==> config.mk <==
export PLATFORM = sky130hd
export DESIGN_NAME = hdr_ratio_detect
export DESIGN_NICKNAME = d
export VERILOG_FILES = /design/src/rtl/hdr_ratio_pkg.sv /design/src/rtl/hdr_word_index.sv /design/src/rtl/hdr_flag_capture.sv /design/src/rtl/hdr_ratio_result.sv /design/src/rtl/hdr_ratio_detect.sv
export SDC_FILE = /design/constraint.sdc
export NUM_CORES = 1
export LEC_CHECK = 0
export ABC_CLOCK_PERIOD_IN_PS = 2300
export BUFFER_PORTS_ARGS = -buffer_cell sky130_fd_sc_hd__buf_4
export CAP_MARGIN = 10
export CORE_MARGIN = 4
export CORE_UTILIZATION = 41
export DETAILED_ROUTE_END_ITERATION = 8
export HOLD_SLACK_MARGIN = 0.02
export PLACE_DENSITY = 0.84
export SYNTH_ARGS = -nofsm -noshare
export SYNTH_HDL_FRONTEND = slang
export SYNTH_SLANG_ARGS = --single-unit
==> constraint.sdc <==
create_clock -name clk -period 2.3 [get_ports clk]
set_clock_uncertainty 0.05 [all_clocks]
set_input_delay 0.46 -clock clk [delete_from_list [all_inputs] [get_ports clk]]
set_output_delay 0.46 -clock clk [all_outputs]
set_load 0.03 [all_outputs]
==> src/rtl/hdr_ratio_pkg.sv <==
package hdr_ratio_pkg;

  localparam int unsigned HDR_WORD_W  = 32;
  localparam int unsigned HDR_ENC_IDX = 69;
  localparam int unsigned HDR_CMP_IDX = 229;
  localparam int unsigned HDR_ENC_LSB = 2;
  localparam int unsigned HDR_ENC_W   = 2;
  localparam int unsigned HDR_CMP_BIT = 1;

  typedef enum logic [1:0] {
    RATIO_X1 = 2'b00,
    RATIO_X2 = 2'b01,
    RATIO_X4 = 2'b10,
    RATIO_X8 = 2'b11
  } ratio_e;

  // Encryption mode field: any nonzero mode means encrypted.
  function automatic logic enc_decode(input logic [HDR_ENC_W-1:0] field);
    return |field;
  endfunction

  // Decompression bit: low means the image is compressed.
  function automatic logic cmp_decode(input logic dbit);
    return ~dbit;
  endfunction

  // Base code from the flags, stepped once more for the wide bus.
  function automatic ratio_e ratio_calc(input logic wide,
                                        input logic enc,
                                        input logic cmp);
    logic [1:0] base;
    if (!enc && !cmp) return RATIO_X1;
    base = cmp ? 2'(RATIO_X4) : 2'(RATIO_X2);
    if (wide) base = base + 2'd1;
    return ratio_e'(base);
  endfunction

endpackage

==> src/rtl/hdr_word_index.sv <==
module hdr_word_index #(
  parameter int unsigned ENC_IDX = 69,
  parameter int unsigned CMP_IDX = 229,
  localparam int unsigned DONE_IDX = CMP_IDX + 1,
  localparam int unsigned IDX_W = $clog2(DONE_IDX + 1)
) (
  input  logic             clk,
  input  logic             rst_n,
  input  logic             word_valid,
  input  logic             word_sop,
  input  logic             word_eop,
  output logic             restart,
  output logic             hit_enc,
  output logic             hit_cmp,
  output logic             early_end,
  output logic [IDX_W-1:0] idx_q
);

  logic             active_q;
  logic             take;
  logic [IDX_W-1:0] cur_idx;

  // Words are taken only inside an image; the start marker opens one.
  assign take      = word_valid && (word_sop || active_q);
  assign cur_idx   = word_sop ? '0 : idx_q;
  assign restart   = word_valid && word_sop;
  assign hit_enc   = take && (cur_idx == IDX_W'(ENC_IDX));
  assign hit_cmp   = take && (cur_idx == IDX_W'(CMP_IDX));
  assign early_end = take && word_eop && (cur_idx < IDX_W'(CMP_IDX));

  always_ff @(posedge clk) begin
    if (!rst_n) begin
      active_q <= 1'b0;
      idx_q    <= IDX_W'(DONE_IDX);
    end else if (take) begin
      if (hit_cmp || early_end) begin
        active_q <= 1'b0;
        idx_q    <= IDX_W'(DONE_IDX);
      end else begin
        active_q <= 1'b1;
        idx_q    <= cur_idx + 1'b1;
      end
    end
  end

endmodule

==> src/rtl/hdr_flag_capture.sv <==
module hdr_flag_capture
  import hdr_ratio_pkg::*;
(
  input  logic                 clk,
  input  logic                 rst_n,
  input  logic                 restart,
  input  logic                 hit_enc,
  input  logic [HDR_ENC_W-1:0] enc_field,
  output logic                 enc_flag
);

  always_ff @(posedge clk) begin
    if (!rst_n) begin
      enc_flag <= 1'b0;
    end else if (hit_enc) begin
      enc_flag <= enc_decode(enc_field);
    end else if (restart) begin
      enc_flag <= 1'b0;
    end
  end

endmodule

==> src/rtl/hdr_ratio_result.sv <==
module hdr_ratio_result
  import hdr_ratio_pkg::*;
(
  input  logic       clk,
  input  logic       rst_n,
  input  logic       restart,
  input  logic       hit_cmp,
  input  logic       early_end,
  input  logic       cfg_wide,
  input  logic       enc_flag,
  input  logic       cmp_now,
  output logic [1:0] ratio_code,
  output logic       ratio_valid,
  output logic       hdr_error
);

  ratio_e next_code;
  assign next_code = ratio_calc(cfg_wide, enc_flag, cmp_now);

  always_ff @(posedge clk) begin
    if (!rst_n) begin
      ratio_code  <= 2'(RATIO_X1);
      ratio_valid <= 1'b0;
      hdr_error   <= 1'b0;
    end else begin
      if (restart) begin
        ratio_code  <= 2'(RATIO_X1);
        ratio_valid <= 1'b0;
        hdr_error   <= 1'b0;
      end
      if (hit_cmp) begin
        ratio_code  <= 2'(next_code);
        ratio_valid <= 1'b1;
      end
      if (early_end) begin
        hdr_error <= 1'b1;
      end
    end
  end

endmodule

==> src/rtl/hdr_ratio_detect.sv <==
module hdr_ratio_detect
  import hdr_ratio_pkg::*;
#(
  parameter int unsigned ENC_IDX = HDR_ENC_IDX,
  parameter int unsigned CMP_IDX = HDR_CMP_IDX,
  localparam int unsigned IDX_W = $clog2(CMP_IDX + 2)
) (
  input  logic                  clk,
  input  logic                  rst_n,
  input  logic                  word_valid,
  input  logic [HDR_WORD_W-1:0] word_data,
  input  logic                  word_sop,
  input  logic                  word_eop,
  input  logic                  cfg_wide,
  output logic                  word_ready,
  output logic [1:0]            ratio_code,
  output logic                  ratio_valid,
  output logic                  hdr_error
);

  // Internal events, named for the checker.
  logic             restart;
  logic             hit_enc;
  logic             hit_cmp;
  logic             early_end;
  logic             enc_flag;
  logic             cmp_now;
  logic [IDX_W-1:0] idx_q;

  assign word_ready = 1'b1;
  assign cmp_now    = cmp_decode(word_data[HDR_CMP_BIT]);

  hdr_word_index #(
    .ENC_IDX (ENC_IDX),
    .CMP_IDX (CMP_IDX)
  ) u_index (
    .clk        (clk),
    .rst_n      (rst_n),
    .word_valid (word_valid),
    .word_sop   (word_sop),
    .word_eop   (word_eop),
    .restart    (restart),
    .hit_enc    (hit_enc),
    .hit_cmp    (hit_cmp),
    .early_end  (early_end),
    .idx_q      (idx_q)
  );

  hdr_flag_capture u_capture (
    .clk       (clk),
    .rst_n     (rst_n),
    .restart   (restart),
    .hit_enc   (hit_enc),
    .enc_field (word_data[HDR_ENC_LSB +: HDR_ENC_W]),
    .enc_flag  (enc_flag)
  );

  hdr_ratio_result u_result (
    .clk         (clk),
    .rst_n       (rst_n),
    .restart     (restart),
    .hit_cmp     (hit_cmp),
    .early_end   (early_end),
    .cfg_wide    (cfg_wide),
    .enc_flag    (enc_flag),
    .cmp_now     (cmp_now),
    .ratio_code  (ratio_code),
    .ratio_valid (ratio_valid),
    .hdr_error   (hdr_error)
  );

endmodule

==> results of run 1 <==
==> cells in the mapped netlist, types with 2 or more instances <==
| library cell | n |
|---|---|
| sky130_fd_sc_hd__a21oi_1 | 7 |
| sky130_fd_sc_hd__and2_1 | 2 |
| sky130_fd_sc_hd__and3_1 | 3 |
| sky130_fd_sc_hd__dfxtp_1 | 14 |
| sky130_fd_sc_hd__ha_1 | 4 |
| sky130_fd_sc_hd__inv_1 | 4 |
| sky130_fd_sc_hd__nand2_1 | 11 |
| sky130_fd_sc_hd__nand3_1 | 7 |
| sky130_fd_sc_hd__nand4b_1 | 2 |
| sky130_fd_sc_hd__nor2_1 | 5 |
| sky130_fd_sc_hd__nor2b_1 | 7 |
| sky130_fd_sc_hd__nor3_1 | 3 |
| sky130_fd_sc_hd__nor4_1 | 2 |
| sky130_fd_sc_hd__o21ai_1 | 9 |
| sky130_fd_sc_hd__o311ai_0 | 2 |
==> power by group <==
part	internal [mW]	switching, mW	leakage [nW]
logic	0.0315	0.0455	0.255
registers	0.251	0.00819	0.114
clock network	0.0607	0.0764	0.0138
total	0.343	0.130	0.383
==> worst reg2reg max path, cell delays in order, from the launching register on <==
cell	delay [ns]
sky130_fd_sc_hd__dfxtp_1	0.36
sky130_fd_sc_hd__nor2b_1	0.18
sky130_fd_sc_hd__inv_1	0.08
sky130_fd_sc_hd__ha_1	0.19
sky130_fd_sc_hd__nor2b_1	0.11
sky130_fd_sc_hd__o21bai_1	0.11
sky130_fd_sc_hd__a2111oi_0	0.40
sky130_fd_sc_hd__o21ai_1	0.10
sky130_fd_sc_hd__a21oi_1	0.15
==> layer usage <==
metal,part of all wire (%),track usage (%),up-vias
li1,-,-,397
met1,46,19.2,352
met2,46,24.8,23
met3,5.4,2.28,4
met4,1.8,7.66,0
met5,0,0,-
==> flip-flops by register name (all words and copies together), names as in the netlist <==
| name | count |
|---|---|
| u_capture.enc_flag | 1 |
| u_index.active_q | 1 |
| u_index.idx_q | 8 |
| u_result.hdr_error | 1 |
| u_result.ratio_code | 2 |
| u_result.ratio_valid | 1 |
==> final cells by class <==
| type | instances | area, sq um |
|---|---|---|
| Inverter | 4 | 15.0 |
| Tap cell | 25 | 31.3 |
| Multi-Input combinational cell | 81 | 505 |
| Fill cell | 171 | 876 |
| Timing Repair Buffer | 12 | 90.1 |
| Clock buffer | 3 | 22.5 |
| Sequential cell | 14 | 280 |
==> kinds of logic (layout without fill, tap and decap cells) <==
kind of cell	after synthesis	in the layout	share of synthesized area [%]
compound gates	27	27	20.1
simple gates	49	49	34.9
flops	14	14	34.1
other cells	1	1	0.456
fa+ha+maj	4	4	6.09
buf+inv	8	19	4.41
==> cell usage in the layout (no fill, tap or decap), types with 2 or more instances in the layout <==
| master | synthesis | final |
|---|---|---|
| sky130_fd_sc_hd__dfxtp_1 | 14 | 14 |
| sky130_fd_sc_hd__and2_1 | 2 | 2 |
| sky130_fd_sc_hd__ha_1 | 4 | 4 |
| sky130_fd_sc_hd__o311ai_0 | 2 | 2 |
| sky130_fd_sc_hd__inv_1 | 4 | 4 |
| sky130_fd_sc_hd__clkbuf_4 | 0 | 3 |
| sky130_fd_sc_hd__nand3_1 | 7 | 7 |
| sky130_fd_sc_hd__nand2_1 | 11 | 11 |
| sky130_fd_sc_hd__a21oi_1 | 7 | 7 |
| sky130_fd_sc_hd__and3_1 | 3 | 3 |
| sky130_fd_sc_hd__buf_4 | 1 | 12 |
| sky130_fd_sc_hd__nand4b_1 | 2 | 2 |
| sky130_fd_sc_hd__nor4_1 | 2 | 2 |
| sky130_fd_sc_hd__o21ai_1 | 9 | 9 |
| sky130_fd_sc_hd__nor2_1 | 5 | 5 |
| sky130_fd_sc_hd__nor2b_1 | 7 | 7 |
| sky130_fd_sc_hd__nor3_1 | 3 | 3 |
==> worst min-delay path by stage <==
stage                                    end  cells past startpoint
after floorplan           u_capture.enc_flag                      2
after detailed placement  u_capture.enc_flag                      2
after CTS                   u_index.idx_q[7]                      2
after global placement    u_capture.enc_flag                      2
after global routing        u_index.idx_q[7]                      2
final                       u_index.idx_q[7]                      2
==> out/summary.log, run 1 <==
qor: outcome.status completed
qor: finish.nets 158
qor: setup_path.timing.critical_path.fanout_max 4
qor: timing.final_max_slew_viols 0
qor: placed_design.place_congestion 0.822
qor: hold_path.hp-start rst_n
qor: floorplan.initial_core_util 45.2%
qor: timing.grt_setup_unrepaired no
qor: finish.stdcell_count 139
qor: setup_path.worst_path_most_repeated_cell sky130_fd_sc_hd__nor2b_1
qor: detailed_routing.vias 776
qor: placed_design.port_buffers 12
qor: detailed_routing.vias_per_cell 5.58
qor: detailed_routing.antenna_violating_nets_post_route 0
qor: global_routing.antenna_violations_before_repair 0
qor: logic_synthesis.syn_avg_cell_area 7.98 sq um
qor: logic_synthesis.synth_top_area_share 34.1%
qor: timing.holdWs 0.376 ns
qor: logic_synthesis.ys_top_cells_by_area sky130_fd_sc_hd__dfxtp_1, sky130_fd_sc_hd__ha_1, sky130_fd_sc_hd__o21ai_1, sky130_fd_sc_hd__nor2b_1, sky130_fd_sc_hd__nand2_1
qor: finish.syn2layout_area_growth 14.9%
qor: logic_synthesis.netlist_instances 103
qor: finish.num_antenna_cells 0
qor: clock_tree.cts-root-to-sink-buffers 2
qor: setup_path.reg2reg_depth 8
qor: detailed_routing.routed_wl 1770 microns
qor: setup_path.worstPathRequired 2.46 ns
qor: logic_synthesis.synth_top_flop_cell sky130_fd_sc_hd__dfxtp_1
qor: power_and_ir_drop.p_leak 0.383 nW
qor: logic_synthesis.synthesis.area 822 sq um
qor: flow_run.max_cap_viol_count 0
qor: floorplan.placeableCoreArea 0.00182 sq mm
qor: timing.period_share 78.3%
qor: clock_tree.clock_insertion_delay_worst_skew 0.28 ns
qor: global_routing.pin_count_of_the_biggest_net_entering_global_routing 15
qor: detailed_routing.routedWlPerCell 12.7 microns
qor: placed_design.numPlacedInstances 136
qor: setup_path.cpMaxStageDelayCell sky130_fd_sc_hd__a2111oi_0
qor: timing.period_minus_slack 1.80 ns
qor: setup_path.rrSetupSlack 0.50 ns
qor: placed_design.post-place-ws 0.220 ns
qor: floorplan.top_level_ports 43
qor: setup_path.r2r_start u_index.idx_q[1]
qor: setup_path.timing.critical_path.to_type register
qor: logic_synthesis.number_of_distinct_library_cell_variants_in_the_gate_level_netlist_after_synthesis 36
qor: timing.achievable-frequency 555 MHz
qor: timing.setup_violations 0
qor: setup_path.path_class register to register
qor: setup_path.critical_path_endpoint u_index.idx_q[3]
qor: logic_synthesis.yosysWarnings 0
qor: timing.least_margin_pin_slew 0.576 ns
qor: clock_tree.cts-htree-levels 1
qor: logic_synthesis.async_reset_ff_share 0%
qor: global_routing.grt_overflow 0
qor: setup_path.critical_path.startpoint u_index.idx_q[1]
qor: hold_path.worst_hold_path_type primary input to register
qor: logic_synthesis.number_of_synthesized_register_bits 14
qor: timing.finalSetupTns 0 ns
qor: power_and_ir_drop.finalPower 0.473 mW
qor: logic_synthesis.netlist.top_cell.by_area sky130_fd_sc_hd__dfxtp_1
qor: clock_tree.cts_tree built
qor: floorplan.num_rows 15
qor: timing.max-slew-margin-rel 61.4%
qor: clock_tree.ctsRootBufferMaster sky130_fd_sc_hd__clkbuf_4
qor: floorplan.total_die_area 0.00279 sq mm
qor: clock_tree.cts-hold-fix-buffers 0
qor: global_routing.grt_pass1_vias 738
qor: logic_synthesis.synth_seq_area_share 34.1%
qor: finish.layout-drive-gt1-share 15.8%
qor: placed_design.detailed_place_hpwl 1340 microns
qor: global_routing.globalRouteTotalUtil 15.2%
qor: clock_tree.post_cts_resized 0
qor: power_and_ir_drop.p_per_area 501 mW/mm^2
qor: clock_tree.cts_post_setup_buffers_inserted 0
qor: timing.finalWorstSetupSlack 0.498 ns
qor: power_and_ir_drop.ir_drop 0.299 mV
qor: floorplan.dieHeight 52.8 microns
qor: logic_synthesis.synth_fp_nets 145
qor: setup_path.timing.rr.end u_index.idx_q[3]
qor: setup_path.crit_family compound AO/OA/AOI/OAI gates
qor: setup_path.cp-start-kind register
qor: clock_tree.clk_pin_slew 0.08 ns
qor: timing.final_hold_viol_count 0
qor: logic_synthesis.synth_edf_count 0
qor: detailed_routing.drt-pass1-iter-count 4
qor: setup_path.timing.critical_path.arrival 1.97 ns
qor: setup_path.critical_path.max_stage_delay 0.40 ns
qor: clock_tree.cts_buffers 3
qor: finish.final_util 51.9%
qor: finish.postLayoutCellArea 945 sq um
qor: setup_path.crit_buf_inv 1
qor: detailed_routing.drtIter0Drc 11
qor: detailed_routing.remaining_drc_errors 0
qor: setup_path.cp.depth 8
qor: clock_tree.cts.sink_count 14
qor: setup_path.timing.critical_path.cells nor2b_1, inv_1, ha_1, nor2b_1, o21bai_1, a2111oi_0, o21ai_1, a21oi_1
qor: global_routing.grt_first_pass_wirelength 3170 microns
qor: floorplan.floorplan.die.width 52.8 microns
qor: placed_design.placement.cell_area 922 sq um
No activity file was read; power rests on OpenSTA's default activity.
==> run 2: changes to the inputs <==
Settings changed: ABC_AREA set to 1, ABC_CLOCK_PERIOD_IN_PS 2300 to 1700, PLACE_DENSITY 0.84 to 0.81.
Clock period 2.3 ns to 1.7 ns, I/O delays scaled along.
==> run 2 against run 1 <==
Net effect: critical path depth is 2 higher; total power is 64% higher; worst setup slack worse by 0.34 ns; critical endpoint is now u_index.idx_q[6].
==> out/summary.log, run 2 <==
qor: outcome.status completed
qor: power_and_ir_drop.ir_drop 0.601 mV
qor: timing.finalWorstSetupSlack 0.158 ns
qor: clock_tree.post_cts_resized 0
qor: setup_path.path_class register to register
qor: floorplan.top_level_ports 43
qor: timing.final_hold_viol_count 0
qor: detailed_routing.vias 944
qor: setup_path.worstPathRequired 1.83 ns
qor: power_and_ir_drop.p_seq_share 46.7%
qor: timing.achievable-frequency 648 MHz
qor: logic_synthesis.async_reset_ff_share 0%
qor: placed_design.detailed_place_hpwl 1750 microns
qor: finish.fill_cells 222
qor: clock_tree.cts-hold-fix-buffers 0
qor: global_routing.antenna_violations_before_repair 0
qor: clock_tree.clock_insertion_delay_worst_skew 0.29 ns
qor: power_and_ir_drop.power_frac_comb 22.4%
qor: setup_path.timing.rr.end u_index.idx_q[6]
qor: setup_path.rrSetupSlack 0.16 ns
qor: finish.most-common-layout-cells sky130_fd_sc_hd__nand2_1, sky130_fd_sc_hd__inv_1, sky130_fd_sc_hd__buf_4
qor: placed_design.place_congestion 0.813
qor: setup_path.timing.critical_path.to_type register
qor: setup_path.timing.critical_path.arrival 1.67 ns
qor: floorplan.dieHeight 56.3 microns
qor: power_and_ir_drop.p_leak 0.582 nW
qor: logic_synthesis.synth_edf_count 0
qor: clock_tree.cts_post_setup_buffers_inserted 0
qor: finish.max_flop_register u_index.idx_q
qor: logic_synthesis.synth_fp_nets 185
qor: setup_path.timing.critical_path.fanout_max 3
qor: clock_tree.clk_pin_slew 0.08 ns
qor: setup_path.r2r_start u_index.idx_q[0]
qor: timing.holdWs 0.230 ns
qor: timing.period_minus_slack 1.54 ns
qor: logic_synthesis.netlist.top_cell.by_area sky130_fd_sc_hd__dfxtp_1
qor: finish.syn2layout_area_growth 19.8%
qor: setup_path.cp-start-kind register
qor: global_routing.grt_pass1_vias 873
qor: finish.reg_top3 u_index.idx_q (8), u_result.ratio_code (2)
qor: finish.postLayoutCellArea 0.00114 sq mm
qor: power_and_ir_drop.power_frac_clock 30.9%
qor: logic_synthesis.netlist_instances 143
qor: logic_synthesis.syn_avg_cell_area 6.68 sq um
qor: power_and_ir_drop.power_switching 0.233 mW
qor: global_routing.grt_overflow 0
qor: logic_synthesis.number_of_synthesized_register_bits 14
qor: power_and_ir_drop.p_per_area 677 mW/mm^2
qor: timing.grt_setup_unrepaired no
qor: clock_tree.cts-root-to-sink-buffers 2
qor: power_and_ir_drop.switching_share 30.0%
qor: placed_design.post-place-ws -0.0408 ns
qor: finish.nets 205
qor: detailed_routing.drt-pass1-iter-count 4
qor: setup_path.timing.critical_path.cells nand2_1, inv_1, ha_1, nand2_1, inv_1, nand3_1, o21ai_1, nand2_1, o21bai_1, nand2_1
qor: timing.setup_violations 0
qor: floorplan.floorplan.die.width 56.3 microns
qor: floorplan.initial_core_util 43.2%
qor: detailed_routing.drtIter0Drc 34
qor: timing.finalSetupTns 0 ns
qor: logic_synthesis.synth_top_flop_cell sky130_fd_sc_hd__dfxtp_1
qor: setup_path.worst_path_most_repeated_cell sky130_fd_sc_hd__nand2_1
qor: logic_synthesis.synth_common_cells sky130_fd_sc_hd__nand2_1, sky130_fd_sc_hd__inv_1, sky130_fd_sc_hd__dfxtp_1, sky130_fd_sc_hd__nand3_1, sky130_fd_sc_hd__nor2_1
qor: hold_path.worst_hold_path_type primary input to register
qor: logic_synthesis.synth_seq_area_share 29.3%
qor: hold_path.hp-start rst_n
qor: clock_tree.ctsRootBufferMaster sky130_fd_sc_hd__clkbuf_4
qor: clock_tree.cts.sink_count 14
qor: hold_path.timing.hold.worst_endpoint u_index.idx_q[5]
qor: detailed_routing.routedWlPerCell 11.3 microns
qor: finish.most_common_cell_after_layout_fill_and_taps_aside sky130_fd_sc_hd__nand2_1
qor: power_and_ir_drop.power.internal 0.542 mW
qor: placed_design.placement.cell_area 0.00110 sq mm
qor: logic_synthesis.cell_with_the_most_instances_after_synthesis sky130_fd_sc_hd__nand2_1
qor: floorplan.total_die_area 0.00317 sq mm
qor: clock_tree.cts_buffers 3
qor: logic_synthesis.synth_top_area_share 29.3%
qor: global_routing.grt_first_pass_wirelength 3680 microns
qor: logic_synthesis.synthesis.area 956 sq um
qor: flow_run.max_cap_viol_count 0
qor: finish.layout-drive-gt1-share 20.4%
qor: logic_synthesis.ys_top_cells_by_area sky130_fd_sc_hd__dfxtp_1, sky130_fd_sc_hd__nand2_1, sky130_fd_sc_hd__inv_1, sky130_fd_sc_hd__nand3_1, sky130_fd_sc_hd__ha_1
qor: floorplan.placeableCoreArea 0.00221 sq mm
qor: finish.multiInputGateArea 577 sq um
qor: placed_design.port_buffers 12
qor: finish.num_antenna_cells 0
qor: setup_path.reg2reg_depth 10
qor: finish.sequential_cell_area 280 sq um
qor: detailed_routing.remaining_drc_errors 0
qor: global_routing.pin_count_of_the_biggest_net_entering_global_routing 14
qor: detailed_routing.vias_per_cell 4.97
qor: floorplan.num_rows 17
qor: detailed_routing.antenna_violating_nets_post_route 0
qor: setup_path.cpMaxStageDelayCell sky130_fd_sc_hd__dfxtp_1
qor: detailed_routing.routed_wl 2160 microns
qor: timing.final_max_slew_viols 0
qor: global_routing.globalRouteTotalUtil 14.4%
qor: setup_path.critical_path.max_stage_delay 0.37 ns
qor: logic_synthesis.yosysWarnings 0
qor: timing.period_share 90.7%
qor: logic_synthesis.number_of_distinct_library_cell_variants_in_the_gate_level_netlist_after_synthesis 22
qor: clock_tree.cts-htree-levels 1
qor: finish.flip_flop_count_of_the_largest_register_after_layout 8
qor: clock_tree.cts_tree built
qor: hold_path.whs_path_depth 2
==> run 2: cell count changes after synthesis, sizes merged, moves of 3 or more <==
cell and change:
and3 -3, nand3 +8, nor4 -3, nand2 +35, o21bai +3, o21ai -9
nor2 +9, nand4 +6, nor2b -7, a21oi +3, inv +19
==> run 2: worst max-delay path by stage <==
stage                     start                to  slack, ns  depth (start not counted)
2_1_floorplan          word_sop  u_index.idx_q[6]       0.20                         11
3_3_place_gp           word_sop  u_index.idx_q[6]       0.01                         12
3_5_place_dp           word_sop  u_index.idx_q[6]      -0.04                         12
4_1_cts        u_index.idx_q[0]  u_index.idx_q[6]       0.13                         10
5_1_grt        u_index.idx_q[1]  u_index.idx_q[5]      0.005                         10
6_report       u_index.idx_q[0]  u_index.idx_q[6]       0.16                         10
==> run 2: final cells by class <==
| class | instances | share of cell area (%) |
|---|---|---|
| multi-input combinational | 104 | 50.4 |
| sequential | 14 | 24.5 |
| timing repair buffer | 17 | 11.1 |
| inverter | 23 | 7.76 |
| clock buffer | 4 | 3.17 |
| tap | 28 | 3.06 |
==> run 2: routing by layer <==
metal,share of wire [%],global-route usage [%],vias up
li1,-,-,491
met2,50,26.0,28
met4,1.9,6.10,0
met1,42,16.8,420
met5,0,0,-
met3,5.6,1.61,5
==> run 2: worst max-delay path: cells and delay by family, from the launching register on <==
family	cells	cell delay [ns]
fa+ha+maj	1	0.16
flops	1	0.37
buf+inv	2	0.15
compound gates	2	0.29
simple gates	5	0.42
==> run 2: power groups by stage <==
stage               combinational (mW)  clock, mW  sequential, mW
global route                     0.194      0.255           0.364
CTS                              0.172      0.244           0.361
global placement                 0.164          0           0.368
detailed placement               0.171          0           0.369
floorplan                        0.119          0           0.368
finish                           0.174      0.239           0.362
==> run 2: cells by family after synthesis <==
| logic type | after synthesis | share of synthesized area (%) |
|---|---|---|
| AO/OA/AOI/OAI | 15 | 9.29 |
| XOR/XNOR | 1 | 0.916 |
| adder cells (fa/ha/maj) | 4 | 5.24 |
| buffers and inverters | 25 | 10.9 |
| flip-flops | 14 | 29.3 |
| other | 1 | 0.392 |
| AND/OR/NAND/NOR | 83 | 44.0 |
==> run 2: metrics by stage <==
step	power (mW)	utilization (%)	instances
4_1_cts	0.777	51.5	190
3_5_place_dp	0.540	49.9	186
3_3_place_gp	0.532	49.9	186
5_1_grt	0.814	51.8	190
2_1_floorplan	0.487	-	143
6_report	0.775	51.8	190
==> run 3: changes to the inputs <==
Settings changed: CORE_MARGIN 4 to not set, GPL_ROUTABILITY_DRIVEN set to 1, SETUP_SLACK_MARGIN set to 0.4.
==> run 3 against run 2 <==
Net effect: final cell count increased by 6.3%; first-iteration DRC count increased by 5.9%; worst hold slack got worse by 0.0034 ns; maximum frequency increased by 6.2%.
==> out/summary.log, run 3 (synthesis results as in run 2) <==
qor: timing.finalWorstSetupSlack 0.248 ns
qor: clock_tree.cts-htree-levels 1
qor: timing.setup_violations 0
qor: floorplan.placeableCoreArea 0.00221 sq mm
qor: global_routing.grt_overflow 0
qor: finish.multiInputGateArea 704 sq um
qor: finish.nets 217
qor: setup_path.path_class register to register
qor: power_and_ir_drop.p_per_area 614 mW/mm^2
qor: timing.achievable-frequency 689 MHz
qor: setup_path.worstPathRequired 1.82 ns
qor: floorplan.dieHeight 50.3 microns
qor: hold_path.whs_path_depth 2
qor: timing.grt_setup_unrepaired yes
qor: finish.syn2layout_area_growth 46.2%
qor: clock_tree.clock_insertion_delay_worst_skew 0.28 ns
qor: finish.layout-drive-gt1-share 39.1%
qor: detailed_routing.remaining_drc_errors 0
qor: timing.final_max_slew_viols 0
qor: finish.num_antenna_cells 0
qor: clock_tree.clk_pin_slew 0.09 ns
qor: finish.fill_cells 176
qor: detailed_routing.vias_per_cell 5.13
qor: floorplan.top_level_ports 43
qor: global_routing.globalRouteTotalUtil 22.3%
qor: finish.most_common_cell_after_layout_fill_and_taps_aside sky130_fd_sc_hd__nand2_1
qor: finish.reg_top3 u_index.idx_q (8), u_result.ratio_code (2)
qor: outcome.status completed
qor: clock_tree.cts_tree built
qor: detailed_routing.drtIter0Drc 36
qor: hold_path.hp-start rst_n
qor: finish.max_flop_register u_index.idx_q
qor: timing.period_minus_slack 1.45 ns
qor: setup_path.cp-start-kind register
qor: clock_tree.cts-root-to-sink-buffers 2
qor: finish.flip_flop_count_of_the_largest_register_after_layout 8
qor: placed_design.place_congestion 0.894
qor: floorplan.num_rows 17
qor: timing.final_hold_viol_count 0
qor: hold_path.worst_hold_path_type primary input to register
qor: detailed_routing.antenna_violating_nets_post_route 0
qor: hold_path.timing.hold.worst_endpoint u_index.idx_q[7]
qor: floorplan.initial_core_util 43.2%
qor: finish.most-common-layout-cells sky130_fd_sc_hd__nand2_1, sky130_fd_sc_hd__buf_4, sky130_fd_sc_hd__inv_1
qor: placed_design.detailed_place_hpwl 1830 microns
qor: setup_path.timing.critical_path.fanout_max 4
qor: detailed_routing.vias 1036
qor: power_and_ir_drop.ir_drop 0.522 mV
qor: detailed_routing.drt-pass1-iter-count 4
qor: setup_path.timing.critical_path.arrival 1.57 ns
qor: clock_tree.cts_buffers 3
qor: global_routing.antenna_violations_before_repair 0
qor: finish.sequential_cell_area 289 sq um
qor: setup_path.reg2reg_depth 11
qor: placed_design.post-place-ws 0.0247 ns
qor: placed_design.port_buffers 12
qor: detailed_routing.routedWlPerCell 12.9 microns
qor: clock_tree.ctsRootBufferMaster sky130_fd_sc_hd__clkbuf_4
qor: power_and_ir_drop.p_leak 0.653 nW
qor: setup_path.timing.critical_path.to_type register
qor: floorplan.floorplan.die.width 50.3 microns
qor: global_routing.grt_pass1_vias 1002
qor: flow_run.max_cap_viol_count 0
qor: global_routing.grt_first_pass_wirelength 4250 microns
qor: timing.finalSetupTns 0 ns
qor: global_routing.pin_count_of_the_biggest_net_entering_global_routing 9
qor: setup_path.rrSetupSlack 0.25 ns
qor: floorplan.total_die_area 0.00253 sq mm
qor: setup_path.r2r_start u_index.idx_q[1]
qor: clock_tree.cts.sink_count 14
qor: setup_path.timing.rr.end u_index.idx_q[1]
qor: detailed_routing.routed_wl 2600 microns
qor: timing.period_share 85.4%
## run 3: per-stage QoR
stage / hold slack, ns / total power, mW / std cells / util, % / area (sq um)
2_1_floorplan: 0.352 / 0.517 / 143 / - / 1060
3_3_place_gp: 0.401 / 0.580 / 190 / 55.9 / 1240
3_5_place_dp: 0.406 / 0.588 / 190 / 55.9 / 1240
4_1_cts: 0.224 / 0.840 / 200 / 60.5 / 1340
5_1_grt: 0.227 / 0.902 / 202 / 63.2 / 1400
6_report: 0.226 / 0.858 / 202 / 63.2 / 1400
## run 3: per-layer routing
layer	GRT usage, %	share of wire, %	wire length, microns	vias to the layer above
li1	-	-	-	515
met5	0	0	0	-
met4	12.9	2.3	59	0
met3	2.42	3.6	94	6
met1	26.2	41	1070	485
met2	38.4	53	1380	30
## run 3: layout make-up
| type | count | area share, % |
|---|---|---|
| multi-input combinational | 104 | 50.4 |
| sequential | 14 | 20.7 |
| timing repair buffer | 29 | 16.1 |
| inverter | 23 | 7.70 |
| clock buffer | 4 | 2.60 |
| tap | 28 | 2.51 |
## run 3: critical path: stages, from the launching register on
cell and delay [ns]:
sky130_fd_sc_hd__dfxtp_4 0.38, sky130_fd_sc_hd__nand2_8 0.06, sky130_fd_sc_hd__ha_4 0.15, sky130_fd_sc_hd__inv_2 0.05, sky130_fd_sc_hd__nand3_2 0.06, sky130_fd_sc_hd__nand2_2 0.08
sky130_fd_sc_hd__nand2_2 0.08, sky130_fd_sc_hd__nand2_4 0.11, sky130_fd_sc_hd__buf_6 0.12, sky130_fd_sc_hd__nand3b_1 0.07, sky130_fd_sc_hd__nand2_1 0.06, sky130_fd_sc_hd__nand3_1 0.07
## run 3: worst max path at each step
stage | start | to | slack [ns] | depth (start not counted)
floorplan | word_sop | u_index.idx_q[5] | 0.33 | 11
global placement | word_sop | u_index.idx_q[6] | 0.05 | 12
detailed placement | word_sop | u_result.ratio_code[1] | 0.02 | 11
CTS | u_index.idx_q[0] | u_result.ratio_code[0] | 0.28 | 9
global route | u_index.idx_q[0] | u_index.idx_q[5] | 0.14 | 10
finish | u_index.idx_q[1] | u_index.idx_q[1] | 0.25 | 11
## run 3: power breakdown
group | internal, mW | leakage, nW | switching (mW)
Sequential | 0.345 | 0.116 | 0.0181
Combinational | 0.108 | 0.516 | 0.145
Clock | 0.130 | 0.0210 | 0.112
Total | 0.582 | 0.653 | 0.276
## run 3: repair_timing
item,4_1_cts,5_1_grt
gates resized for setup,6,12
hold buffers,0,0
pin swaps,11,9
setup endpoints to repair,13,14
setup buffers,6,2
